File: src/rtl/sscale_pkg.sv
// Shared types for the sliding-scale ADC capture block.
package sscale_pkg;

    // State of the serial offset DAC updater.
    typedef enum logic [1:0] {
        DAC_IDLE  = 2'd0,
        DAC_SHIFT = 2'd1,
        DAC_LOAD  = 2'd2
    } dac_state_t;

endpackage

File: src/rtl/sscale_ctrl.sv
// Shared sliding-scale counter and serial DAC updater.
// Assumes: start_any_i is only raised while ready_o is high.
// Each accepted start advances the counter by one (modulo 2**SS_W). The new
// value is shifted out MSB first, one bit per cycle, and a load strobe follows.
module sscale_ctrl
    import sscale_pkg::*;
#(
    parameter int SS_W = 8
) (
    input  logic            clk,
    input  logic            rst_n,
    input  logic            start_any_i,
    output logic [SS_W-1:0] cnt_o,
    output logic            ready_o,
    output logic            dac_bit_o,
    output logic            dac_shift_o,
    output logic            dac_load_o
);
    localparam int BC_W = $clog2(SS_W + 1);

    dac_state_t      state;
    logic [SS_W-1:0] cnt;
    logic [SS_W-1:0] sh;
    logic [BC_W-1:0] left;

    // Counter step, shift register and DAC update sequencing.
    always_ff @(posedge clk) begin
        if (!rst_n) begin
            state <= DAC_IDLE;
            cnt   <= '0;
            sh    <= '0;
            left  <= '0;
        end else begin
            case (state)
                DAC_IDLE: begin
                    if (start_any_i) begin
                        cnt   <= cnt + SS_W'(1);
                        sh    <= cnt + SS_W'(1);
                        left  <= BC_W'(SS_W);
                        state <= DAC_SHIFT;
                    end
                end
                DAC_SHIFT: begin
                    sh   <= sh << 1;
                    left <= left - BC_W'(1);
                    if (left == BC_W'(1)) begin
                        state <= DAC_LOAD;
                    end
                end
                DAC_LOAD: state <= DAC_IDLE;
                default:  state <= DAC_IDLE;
            endcase
        end
    end

    // Output decode from the sequencer state.
    always_comb begin
        ready_o     = (state == DAC_IDLE);
        dac_shift_o = (state == DAC_SHIFT);
        dac_load_o  = (state == DAC_LOAD);
        dac_bit_o   = dac_shift_o & sh[SS_W-1];
        cnt_o       = cnt;
    end

endmodule

File: src/rtl/sscale_winregs.sv
// Per-channel lower/upper acceptance window registers with readback.
// Address layout: bit 0 selects lower (0) or upper (1); the bits above it
// give the channel. Assumes NUM_CH >= 2.
module sscale_winregs #(
    parameter int NUM_CH = 8,
    parameter int DATA_W = 14,
    localparam int CH_W   = $clog2(NUM_CH),
    localparam int ADDR_W = CH_W + 1
) (
    input  logic                       clk,
    input  logic                       rst_n,
    input  logic                       wr_en_i,
    input  logic [ADDR_W-1:0]          wr_addr_i,
    input  logic [DATA_W-1:0]          wr_data_i,
    input  logic [ADDR_W-1:0]          rd_addr_i,
    output logic [DATA_W-1:0]          rd_data_o,
    output logic [NUM_CH*DATA_W-1:0]   lo_o,
    output logic [NUM_CH*DATA_W-1:0]   hi_o
);
    logic [DATA_W-1:0] lo_q [NUM_CH];
    logic [DATA_W-1:0] hi_q [NUM_CH];

    for (genvar i = 0; i < NUM_CH; i++) begin : g_win
        // Window register pair of one channel: open window after reset.
        always_ff @(posedge clk) begin
            if (!rst_n) begin
                lo_q[i] <= '0;
                hi_q[i] <= '1;
            end else if (wr_en_i && (wr_addr_i[ADDR_W-1:1] == CH_W'(i))) begin
                if (wr_addr_i[0]) hi_q[i] <= wr_data_i;
                else              lo_q[i] <= wr_data_i;
            end
        end
        assign lo_o[i*DATA_W +: DATA_W] = lo_q[i];
        assign hi_o[i*DATA_W +: DATA_W] = hi_q[i];
    end

    // Readback multiplexer.
    always_comb begin
        rd_data_o = '0;
        for (int i = 0; i < NUM_CH; i++) begin
            if (rd_addr_i[ADDR_W-1:1] == CH_W'(i)) begin
                rd_data_o = rd_addr_i[0] ? hi_q[i] : lo_q[i];
            end
        end
    end

endmodule

File: src/rtl/sscale_chan.sv
// One converter channel: serial-to-parallel capture, offset removal,
// window test. Assumes start_i is only raised while busy_o is low, and
// SS_W <= RAW_W - DROP. The bit in flight on the 16th strobe is used
// directly, so the result is registered on that same edge.
module sscale_chan #(
    parameter int RAW_W = 16,
    parameter int DROP  = 2,
    parameter int SS_W  = 8,
    localparam int DATA_W = RAW_W - DROP,
    localparam int BIT_W  = $clog2(RAW_W)
) (
    input  logic              clk,
    input  logic              rst_n,
    input  logic              start_i,
    input  logic [SS_W-1:0]   scale_i,
    input  logic              bit_stb_i,
    input  logic              sdata_i,
    input  logic [DATA_W-1:0] win_lo_i,
    input  logic [DATA_W-1:0] win_hi_i,
    output logic              busy_o,
    output logic              valid_o,
    output logic [DATA_W-1:0] data_o,
    output logic              inwin_o,
    output logic              empty_o
);
    logic              busy;
    logic [BIT_W-1:0]  bitcnt;
    logic [RAW_W-2:0]  sr;
    logic [SS_W-1:0]   ss_lat;

    logic [RAW_W-1:0]  raw_full;
    logic [DATA_W-1:0] raw_trim;
    logic [DATA_W-1:0] scale_ext;
    logic [DATA_W-1:0] corr;
    logic              last;

    // Assemble the full word, trim, subtract with saturation at zero.
    always_comb begin
        raw_full  = {sr, sdata_i};
        raw_trim  = raw_full[RAW_W-1:DROP];
        scale_ext = DATA_W'(ss_lat);
        corr      = (raw_trim >= scale_ext) ? (raw_trim - scale_ext) : '0;
        last      = busy && bit_stb_i && (bitcnt == BIT_W'(RAW_W - 1));
    end

    // Conversion tracking: start, bit collection, completion.
    always_ff @(posedge clk) begin
        if (!rst_n) begin
            busy   <= 1'b0;
            bitcnt <= '0;
            sr     <= '0;
            ss_lat <= '0;
        end else if (start_i && !busy) begin
            busy   <= 1'b1;
            bitcnt <= '0;
            ss_lat <= scale_i;
        end else if (busy && bit_stb_i) begin
            sr     <= {sr[RAW_W-3:0], sdata_i};
            bitcnt <= bitcnt + BIT_W'(1);
            if (last) busy <= 1'b0;
        end
    end

    // Result register: pulse valid, hold data and flags.
    always_ff @(posedge clk) begin
        if (!rst_n) begin
            valid_o <= 1'b0;
            data_o  <= '0;
            inwin_o <= 1'b0;
            empty_o <= 1'b0;
        end else begin
            valid_o <= last;
            if (last) begin
                data_o  <= corr;
                inwin_o <= (corr >= win_lo_i) && (corr <= win_hi_i);
                empty_o <= (corr == '0);
            end
        end
    end

    assign busy_o = busy;

endmodule

File: src/rtl/sscale_adc_capture.sv
// Top: eight serial converter channels sharing one sliding-scale counter.
// Assumes all converters share one bit strobe; the external DAC holds 0
// after reset. A start is accepted only while the DAC updater is idle and
// the addressed channel is not converting.
module sscale_adc_capture #(
    parameter int NUM_CH = 8,
    parameter int RAW_W  = 16,
    parameter int DROP   = 2,
    parameter int SS_W   = 8,
    localparam int DATA_W = RAW_W - DROP,
    localparam int ADDR_W = $clog2(NUM_CH) + 1
) (
    input  logic                     clk,
    input  logic                     rst_n,
    input  logic [NUM_CH-1:0]        conv_go_i,
    output logic                     conv_ok_o,
    input  logic                     bit_stb_i,
    input  logic [NUM_CH-1:0]        adc_sdata_i,
    output logic                     dac_bit_o,
    output logic                     dac_shift_o,
    output logic                     dac_load_o,
    input  logic                     cfg_wr_en_i,
    input  logic [ADDR_W-1:0]        cfg_wr_addr_i,
    input  logic [DATA_W-1:0]        cfg_wr_data_i,
    input  logic [ADDR_W-1:0]        cfg_rd_addr_i,
    output logic [DATA_W-1:0]        cfg_rd_data_o,
    output logic [NUM_CH-1:0]        res_valid_o,
    output logic [NUM_CH*DATA_W-1:0] res_data_o,
    output logic [NUM_CH-1:0]        res_inwin_o,
    output logic [NUM_CH-1:0]        res_empty_o
);
    logic [NUM_CH-1:0]        chan_busy;
    logic [NUM_CH-1:0]        start_acc;
    logic                     accept_any;
    logic [SS_W-1:0]          scale_cnt;
    logic [NUM_CH*DATA_W-1:0] win_lo;
    logic [NUM_CH*DATA_W-1:0] win_hi;

    // Start acceptance: DAC idle and channel free.
    always_comb begin
        start_acc  = conv_go_i & ~chan_busy & {NUM_CH{conv_ok_o}};
        accept_any = |start_acc;
    end

    sscale_ctrl #(.SS_W(SS_W)) u_ctrl (
        .clk         (clk),
        .rst_n       (rst_n),
        .start_any_i (accept_any),
        .cnt_o       (scale_cnt),
        .ready_o     (conv_ok_o),
        .dac_bit_o   (dac_bit_o),
        .dac_shift_o (dac_shift_o),
        .dac_load_o  (dac_load_o)
    );

    sscale_winregs #(.NUM_CH(NUM_CH), .DATA_W(DATA_W)) u_win (
        .clk       (clk),
        .rst_n     (rst_n),
        .wr_en_i   (cfg_wr_en_i),
        .wr_addr_i (cfg_wr_addr_i),
        .wr_data_i (cfg_wr_data_i),
        .rd_addr_i (cfg_rd_addr_i),
        .rd_data_o (cfg_rd_data_o),
        .lo_o      (win_lo),
        .hi_o      (win_hi)
    );

    for (genvar i = 0; i < NUM_CH; i++) begin : g_ch
        sscale_chan #(.RAW_W(RAW_W), .DROP(DROP), .SS_W(SS_W)) u_chan (
            .clk       (clk),
            .rst_n     (rst_n),
            .start_i   (start_acc[i]),
            .scale_i   (scale_cnt),
            .bit_stb_i (bit_stb_i),
            .sdata_i   (adc_sdata_i[i]),
            .win_lo_i  (win_lo[i*DATA_W +: DATA_W]),
            .win_hi_i  (win_hi[i*DATA_W +: DATA_W]),
            .busy_o    (chan_busy[i]),
            .valid_o   (res_valid_o[i]),
            .data_o    (res_data_o[i*DATA_W +: DATA_W]),
            .inwin_o   (res_inwin_o[i]),
            .empty_o   (res_empty_o[i])
        );
    end

endmodule

File: config.mk
export PLATFORM = sky130hd
export DESIGN_NAME = sscale_adc_capture
export DESIGN_NICKNAME = d
export VERILOG_FILES = /design/src/rtl/sscale_pkg.sv /design/src/rtl/sscale_ctrl.sv /design/src/rtl/sscale_winregs.sv /design/src/rtl/sscale_chan.sv /design/src/rtl/sscale_adc_capture.sv
export SDC_FILE = /design/constraint.sdc
export NUM_CORES = 2
export LEC_CHECK = 0
export ABC_AREA = 1
export CAP_MARGIN = 5
export CELL_PAD_IN_SITES_DETAIL_PLACEMENT = 0
export CELL_PAD_IN_SITES_GLOBAL_PLACEMENT = 1
export CORE_MARGIN = 8
export CORE_UTILIZATION = 45
export DETAILED_ROUTE_END_ITERATION = 8
export GPL_ROUTABILITY_DRIVEN = 1
export GPL_TIMING_DRIVEN = 0
export PLACE_DENSITY_LB_ADDON = 0.1
export SLEW_MARGIN = 20
export SYNTH_ARGS = -nofsm -noshare
export SYNTH_HDL_FRONTEND = slang
export SYNTH_SLANG_ARGS = --single-unit
export TNS_END_PERCENT = 30
File: constraint.sdc
create_clock -name clk -period 3.8 [get_ports clk]
set_clock_uncertainty 0.2 [all_clocks]
set_input_delay 0.76 -clock clk [delete_from_list [all_inputs] [get_ports clk]]
set_output_delay 0.76 -clock clk [all_outputs]
set_load 0.005 [all_outputs]
* Word-level counts from Yosys, hierarchy flattened *
Memory sizes are Yosys's and may differ from the RTL's.
Index checks and enable logic that the tools add are counted.

word-level totals
  input bits = 42
  bits in latches = 0
  memories kept = 2
  output and inout bits = 154
  flip-flop bits (word level) = 382
  memory bits (writable) = 224
  bits in read-only memories = 0
  word-level logic and storage cells = 394

operators by class
  $add $sub $neg = 18
  shift operators = 0
  $lt $le $gt $ge = 24
  equal/unequal tests = 27
  multiplexer cells = 122
  multiply operators = 0
  reductions and logical operators = 104
  divide/modulo/power cells = 0
  bitwise logic cells = 29

memory list
  memory      depth  width  read ports  clocked after memory_dff  write ports  RTL line              RTL
  u_win.hi_q  8      14     8           0                         8            sscale_winregs.sv:21  logic [DATA_W-1:0] hi_q [NUM_CH];
  u_win.lo_q  8      14     8           0                         8            sscale_winregs.sv:20  logic [DATA_W-1:0] lo_q [NUM_CH];

operators with widths
  kind                                                  number
  two-way mux 14 bit                                    40
  >= comparator 14 bit                                  8
  >= comparator 14 x 8 -> 1 bit                         8
  less-or-equal comparator 14 bit                       8
  logical NOT 14 bit                                    8
  subtractor 14 x 8 -> 14 bit                           8
  two-way mux 1 bit                                     75
  logical AND 1 bit                                     40
  AND reduction 2 bit                                   19
  nonzero test 2 bit                                    17
  adder 4 x 1 -> 4 bit (second input constant)          8
  equality test 4 bit (second input constant)           8
  equality test 3 bit (second input constant)           8
  AND 8 bit                                             2
  bitwise OR 1 bit                                      16
  case mux 8 bit (2 select lines)                       1
  OR reduction 2 bit                                    8
  equality test 3 x 2 -> 1 bit (second input constant)  4
  inverter 1 bit                                        9
  adder 8 x 1 -> 8 bit (second input constant)          1
  logical NOT 1 bit                                     8
  two-way mux 8 bit                                     1
  inverter 8 bit                                        1
  case mux 4 bit (2 select lines)                       1
  13 further kinds                                      17

* Logic depth before layout (Yosys ltp) *
An unclocked memory read counts as a cell.

  depth after elaboration = 10
  gate-level depth with buffers = 23
  depth with buffers taken out = 23

* Cells and area by module *
From an unflattened synthesis, not the netlist that was laid out.

unflattened totals
  cells, all modules = 5070
  area, all modules = 36866.6 um^2

modules (own cells, without submodules)
  module                            area an instance (um^2)  cells an instance  instances
  sscale_chan (g_ch[1].u_chan ...)  3161.8                   481                4
  sscale_winregs                    10337.4                  1060               1
  sscale_chan (g_ch[0].u_chan ...)  3173.0                   480                2
  sscale_chan (g_ch[7].u_chan)      3179.3                   481                1
  sscale_chan (g_ch[2].u_chan)      3176.8                   481                1
  sscale_ctrl                       1004.7                   133                1
  sscale_adc_capture                175.2                    31                 1

* Least setup slack after synthesis *
Ideal clock, no wire load.

  kind = reg2reg
  from = reg g_ch[1].u_chan.sr[1]
  to = reg g_ch[1].u_chan.inwin_o
  period minus slack after synthesis = 2.992 ns
  arrival = 2.664 ns
  cell stages (with the launch flop) = 23
  setup slack = 0.808 ns
  cells stage by stage = dfxtp_1 -> inv_1 -> ha_1 -> fa_1 -> inv_1 -> nand2_1 -> nand3_1 -> nand2_1 -> nand3_2 -> buf_4 -> inv_2 -> nor2_1 -> ha_1 -> a21oi_1 -> o21ai_0 -> a21oi_1 -> o21ai_0 -> nand2_1 -> nand2_1 -> nand2_1 -> nand2_1 -> nand2_1 -> a21oi_1

between the ends
  word-level cells in the longest chain between the ends = 4
  elaborated cells on any way between the ends = 6

RTL lines
  what                                                                          RTL line           RTL
  from (decl)                                                                   sscale_chan.sv:28  logic [RAW_W-2:0] sr;
  from (signal assigned)                                                        sscale_chan.sv:58  sr <= {sr[RAW_W-3:0], sdata_i};
  subtractor 14 x 8 -> 14 bit or >= comparator 14 x 8 -> 1 bit (tied branches)  sscale_chan.sv:42  corr = (raw_trim >= scale_ext) ? (raw_trim - scale_ext) : '0;
  two-way mux 14 bit (*)                                                        sscale_chan.sv:42
  net g_ch[1].u_chan.corr[5]                                                    sscale_chan.sv:34  logic [DATA_W-1:0] corr;
  >= comparator 14 bit or less-or-equal comparator 14 bit (tied branches)       sscale_chan.sv:75  inwin_o <= (corr >= win_lo_i) && (corr <= win_hi_i);
  logical AND 1 bit (*)                                                         sscale_chan.sv:75
  to (signal assigned)                                                          sscale_chan.sv:75
  to (decl)                                                                     sscale_chan.sv:23  output logic inwin_o,

Mark *: on every way through the listed nets, which the timed path passes. The rest lies on a longest branch.
A chain may end at the register's enable or synchronous reset.

* Worst setup path after layout *
  from = in cfg_rd_addr_i[0]
  to = out cfg_rd_data_o[4]

between the ends
  word-level cells in the longest chain between the ends = 9
  elaborated cells on any way between the ends = 16

RTL lines
  what                             RTL line                  RTL
  from (decl)                      sscale_adc_capture.sv:25  input logic [ADDR_W-1:0] cfg_rd_addr_i,
  two-way mux 14 bit               sscale_winregs.sv:43      rd_data_o = rd_addr_i[0] ? hi_q[i] : lo_q[i];
  two-way mux 14 bit (7 in a row)  sscale_winregs.sv:42      if (rd_addr_i[ADDR_W-1:1] == CH_W'(i)) begin
  two-way mux 14 bit (*)           sscale_winregs.sv:42
  to (decl)                        sscale_adc_capture.sv:26  output logic [DATA_W-1:0] cfg_rd_data_o,

Mark *: on every way between the ends. The rest lies on a longest branch, timed or not.

==> reports/results.ini <==
[floorplanning]
start_util_pct = 45.1
ios = 196
die_area_um2 = 87900
row_count = 103
die_h_um = 296
die_w_um = 296
core-area_um2 = 78500

[setup_path]
slowest_stage = clkdlybuf4s50_1
path_common_cell = o211ai_1
crit_required_ps = 2840
endpoint = cfg_rd_data_o[4]
worstReg2RegEnd = g_ch[0].u_chan.inwin_o
reg2reg_from = g_ch[0].u_chan.sr[1]
critPathMaxFanout = 10
crit_path_start = cfg_rd_addr_i[0]
rrSetupSlack_ps = 280
cp-start-kind = input port
endpoint_kind = output port
cpPeakStageDelay_ps = 520
path_class = in -> out
arrival_ps = 2870
ff2ff_path_depth = 21
cp_cell_sequence = buf_2 -> inv_2 -> clkbuf_4 -> o211ai_1 -> o211ai_1 -> a211oi_2 -> nand4_1 -> clkdlybuf4s50_1

[global_routing]
first_global_vias = 30600
grt_pass1_wl_mm = 184
grt_use_total_pct = 27.5
gr-total-overflow = 0
antenna_found_initial = 5
grt_max_degree = 15

[synthesis]
yosysSeqAreaShare_pct = 40.6
synth_area_um2 = 35400
yosysMostFrequentCell = nand2_1
synthFlopType = dfxtp_1
synth_area_leaders = dfxtp_1 (22%), edfxtp_1 (19%), nand2_1 (11%)
synth_nets = 5140
yosysUniqueCellTypes = 43
syn_area_per_cell_um2 = 7.39
synth_seq_cells = 606
syn_inst = 4791
async_reset_ff_share_pct = 0
synth_common_cells = nand2_1 (1022), inv_1 (731), nor2_1 (550)
yosysTopAreaCellShare_pct = 21.6
yosysTopAreaCell = dfxtp_1
synth_edf_count = 224
yosys_warnings = 0

[cells_and_area]
drive_above_1_share_pct = 6.49
fillerInstances = 7786
finalNonFillerCells = 6176
nNetsFinal = 5410
area_growth_pct = 17.3
final_area_um2 = 41500
fin_util_pct = 52.9

[sta]
fin_crit_ps = 3830
relSlewSlack_pct = 21.8
rsz0062_at_grt = true
setup_ws_ps = -33.9
hold_viol_final = 0
finalCritPeriodShare_pct = 101
finalSetupViolations = 3
tightestPinTransition_ps = 1170
maxSlewViolCount = 0
fmax_mhz = 261

[drt]
drc = 0
ant_nets = 0
wl_per_cell_um = 20.0
dr_total_vias = 32300
first_iter_violations = 2709
drt_first_pass_iters = 5
routed_wirelength_mm = 123
via_per_inst = 5.23

[clocking]
cts_made_buffers = 73
cts_root_buf = clkbuf_16
clkSinkCount = 606
clk_pin_slew_ps = 50
post_cts_buffers = 0
cts_tree = built
clk-insertion-delay-late_ps = 630
ctsHoldBuffers = 0
cts_htree_levels = 3
clk_path_buf_depth = 3

[placement]
routabilityCongestion = 1.00
io_buffer_count = 193
dpl.cell_count = 6036
place_area_um2 = 38700
post-dp-hpwl_mm = 95.2

[power]
p_leak_nw = 19.3
ir_drop_v = 0.000322
power_density_nw_per_um2 = 551

[worst_hold_path]
hold_class = reg -> reg

[run_status]
status = finished, violations left
violations = setup timing

[job]
maxCapViolCount = 0

==> how the worst min path moves through the flow <==
stage | from | to | cells past startpoint
2_1_floorplan | g_ch[0].u_chan.ss_lat[6] | g_ch[0].u_chan.ss_lat[6] | 2
3_3_place_gp | u_ctrl.cnt_o[7] | u_ctrl.cnt_o[7] | 2
3_5_place_dp | u_ctrl.cnt_o[5] | u_ctrl.cnt_o[5] | 2
4_1_cts | u_ctrl.cnt_o[5] | u_ctrl.cnt_o[5] | 2
5_1_grt | u_ctrl.sh[0] | u_ctrl.sh[0] | 2
6_report | u_ctrl.sh[0] | u_ctrl.sh[0] | 2
==> final cells by class <==
type / instances / area (µm²) / share of cell area, %
clock inverter: 34 / 418 / 1.01
timing repair buffer: 195 / 1950 / 4.69
inverter: 767 / 2880 / 6.94
tap: 1050 / 1310 / 3.16
clock buffer: 98 / 2080 / 5.00
buffer: 195 / 1010 / 2.44
sequential: 606 / 14400 / 34.6
antenna: 8 / 20.0 / 0.0482
multi-input combinational: 3223 / 17500 / 42.1
==> state kept, by name, summed over array words and instances, names as in the netlist, 32 cells and up <==
signal and cells:
g_ch.u_chan.bitcnt 32, g_ch.u_chan.data_o 112, g_ch.u_chan.sr 120, g_ch.u_chan.ss_lat 64, u_win.hi_q 112, u_win.lo_q 112
==> placed cells by master, fill, tap and decap left out, types with 44 or more instances in the layout <==
cell,n
inv_1,726
clkbuf_16,77
o21ai_0,399
nand4_1,44
nor2_1,544
ha_1,299
nand2_1,1022
o211ai_1,67
clkbuf_1,115
a21oi_1,405
nand3_1,213
edfxtp_1,224
clkdlybuf4s50_1,182
dfxtp_1,382
==> routing by layer <==
layer	vias to the layer above	part of all wire, %	wire length, µm	GRT usage, %
met5	-	0.037	45	0
met4	6	4.6	5690	11.5
met3	245	7.3	8960	4.40
met2	950	45	55100	44.6
met1	15000	43	53400	36.4
li1	16100	-	-	-
==> stage by stage <==
step / setup TNS, ps / power (mW) / hold slack [ps] / setup WS, ps
detailed placement: -105060 / 15.6 / 257 / -1390
floorplan: 0 / 13.1 / 235 / 808
global placement: -245360 / 15.4 / 252 / -1370
CTS: -846 / 22.9 / 266 / -126
global route: -33.2 / 24.5 / 285 / -33.2
finish: -62.7 / 22.9 / 264 / -33.9
==> kinds of logic (layout without fill, tap and decap cells) <==
family / Yosys count / in the layout / share of synthesized area (%)
AO/OA/AOI/OAI: 949 / 949 / 14.4
AND/OR/NAND/NOR: 1931 / 1931 / 22.4
flip-flops: 606 / 606 / 40.6
adder cells (fa/ha/maj): 307 / 307 / 11.0
other: 0 / 8 / 0
multiplexers: 1 / 1 / 0.0283
XOR/XNOR: 35 / 35 / 0.866
buffers and inverters: 962 / 1289 / 10.7
==> power breakdown <==
group          internal (mW)  switching (mW)  leakage (nW)
Clock                   4.45            2.89          1.21
Sequential              7.07           0.222          5.30
Combinational           2.69            5.56          12.8
Total                   14.2            8.67          19.3
==> timing repair <==
action / in CTS / in global routing
pin swaps: 12 / 10
setup endpoints to repair: 42 / 18
gates cloned: 0 / 0
resized for setup: 98 / 41
endpoints found under the hold margin: 0 / 0
==> worst max-delay path: cells and delay by family <==
kind	cells	cell delay, ps
AND/OR/NAND/NOR	1	220
buffers and inverters	4	1010
AO/OA/AOI/OAI	3	880
(Power assumes the default switching activity.)
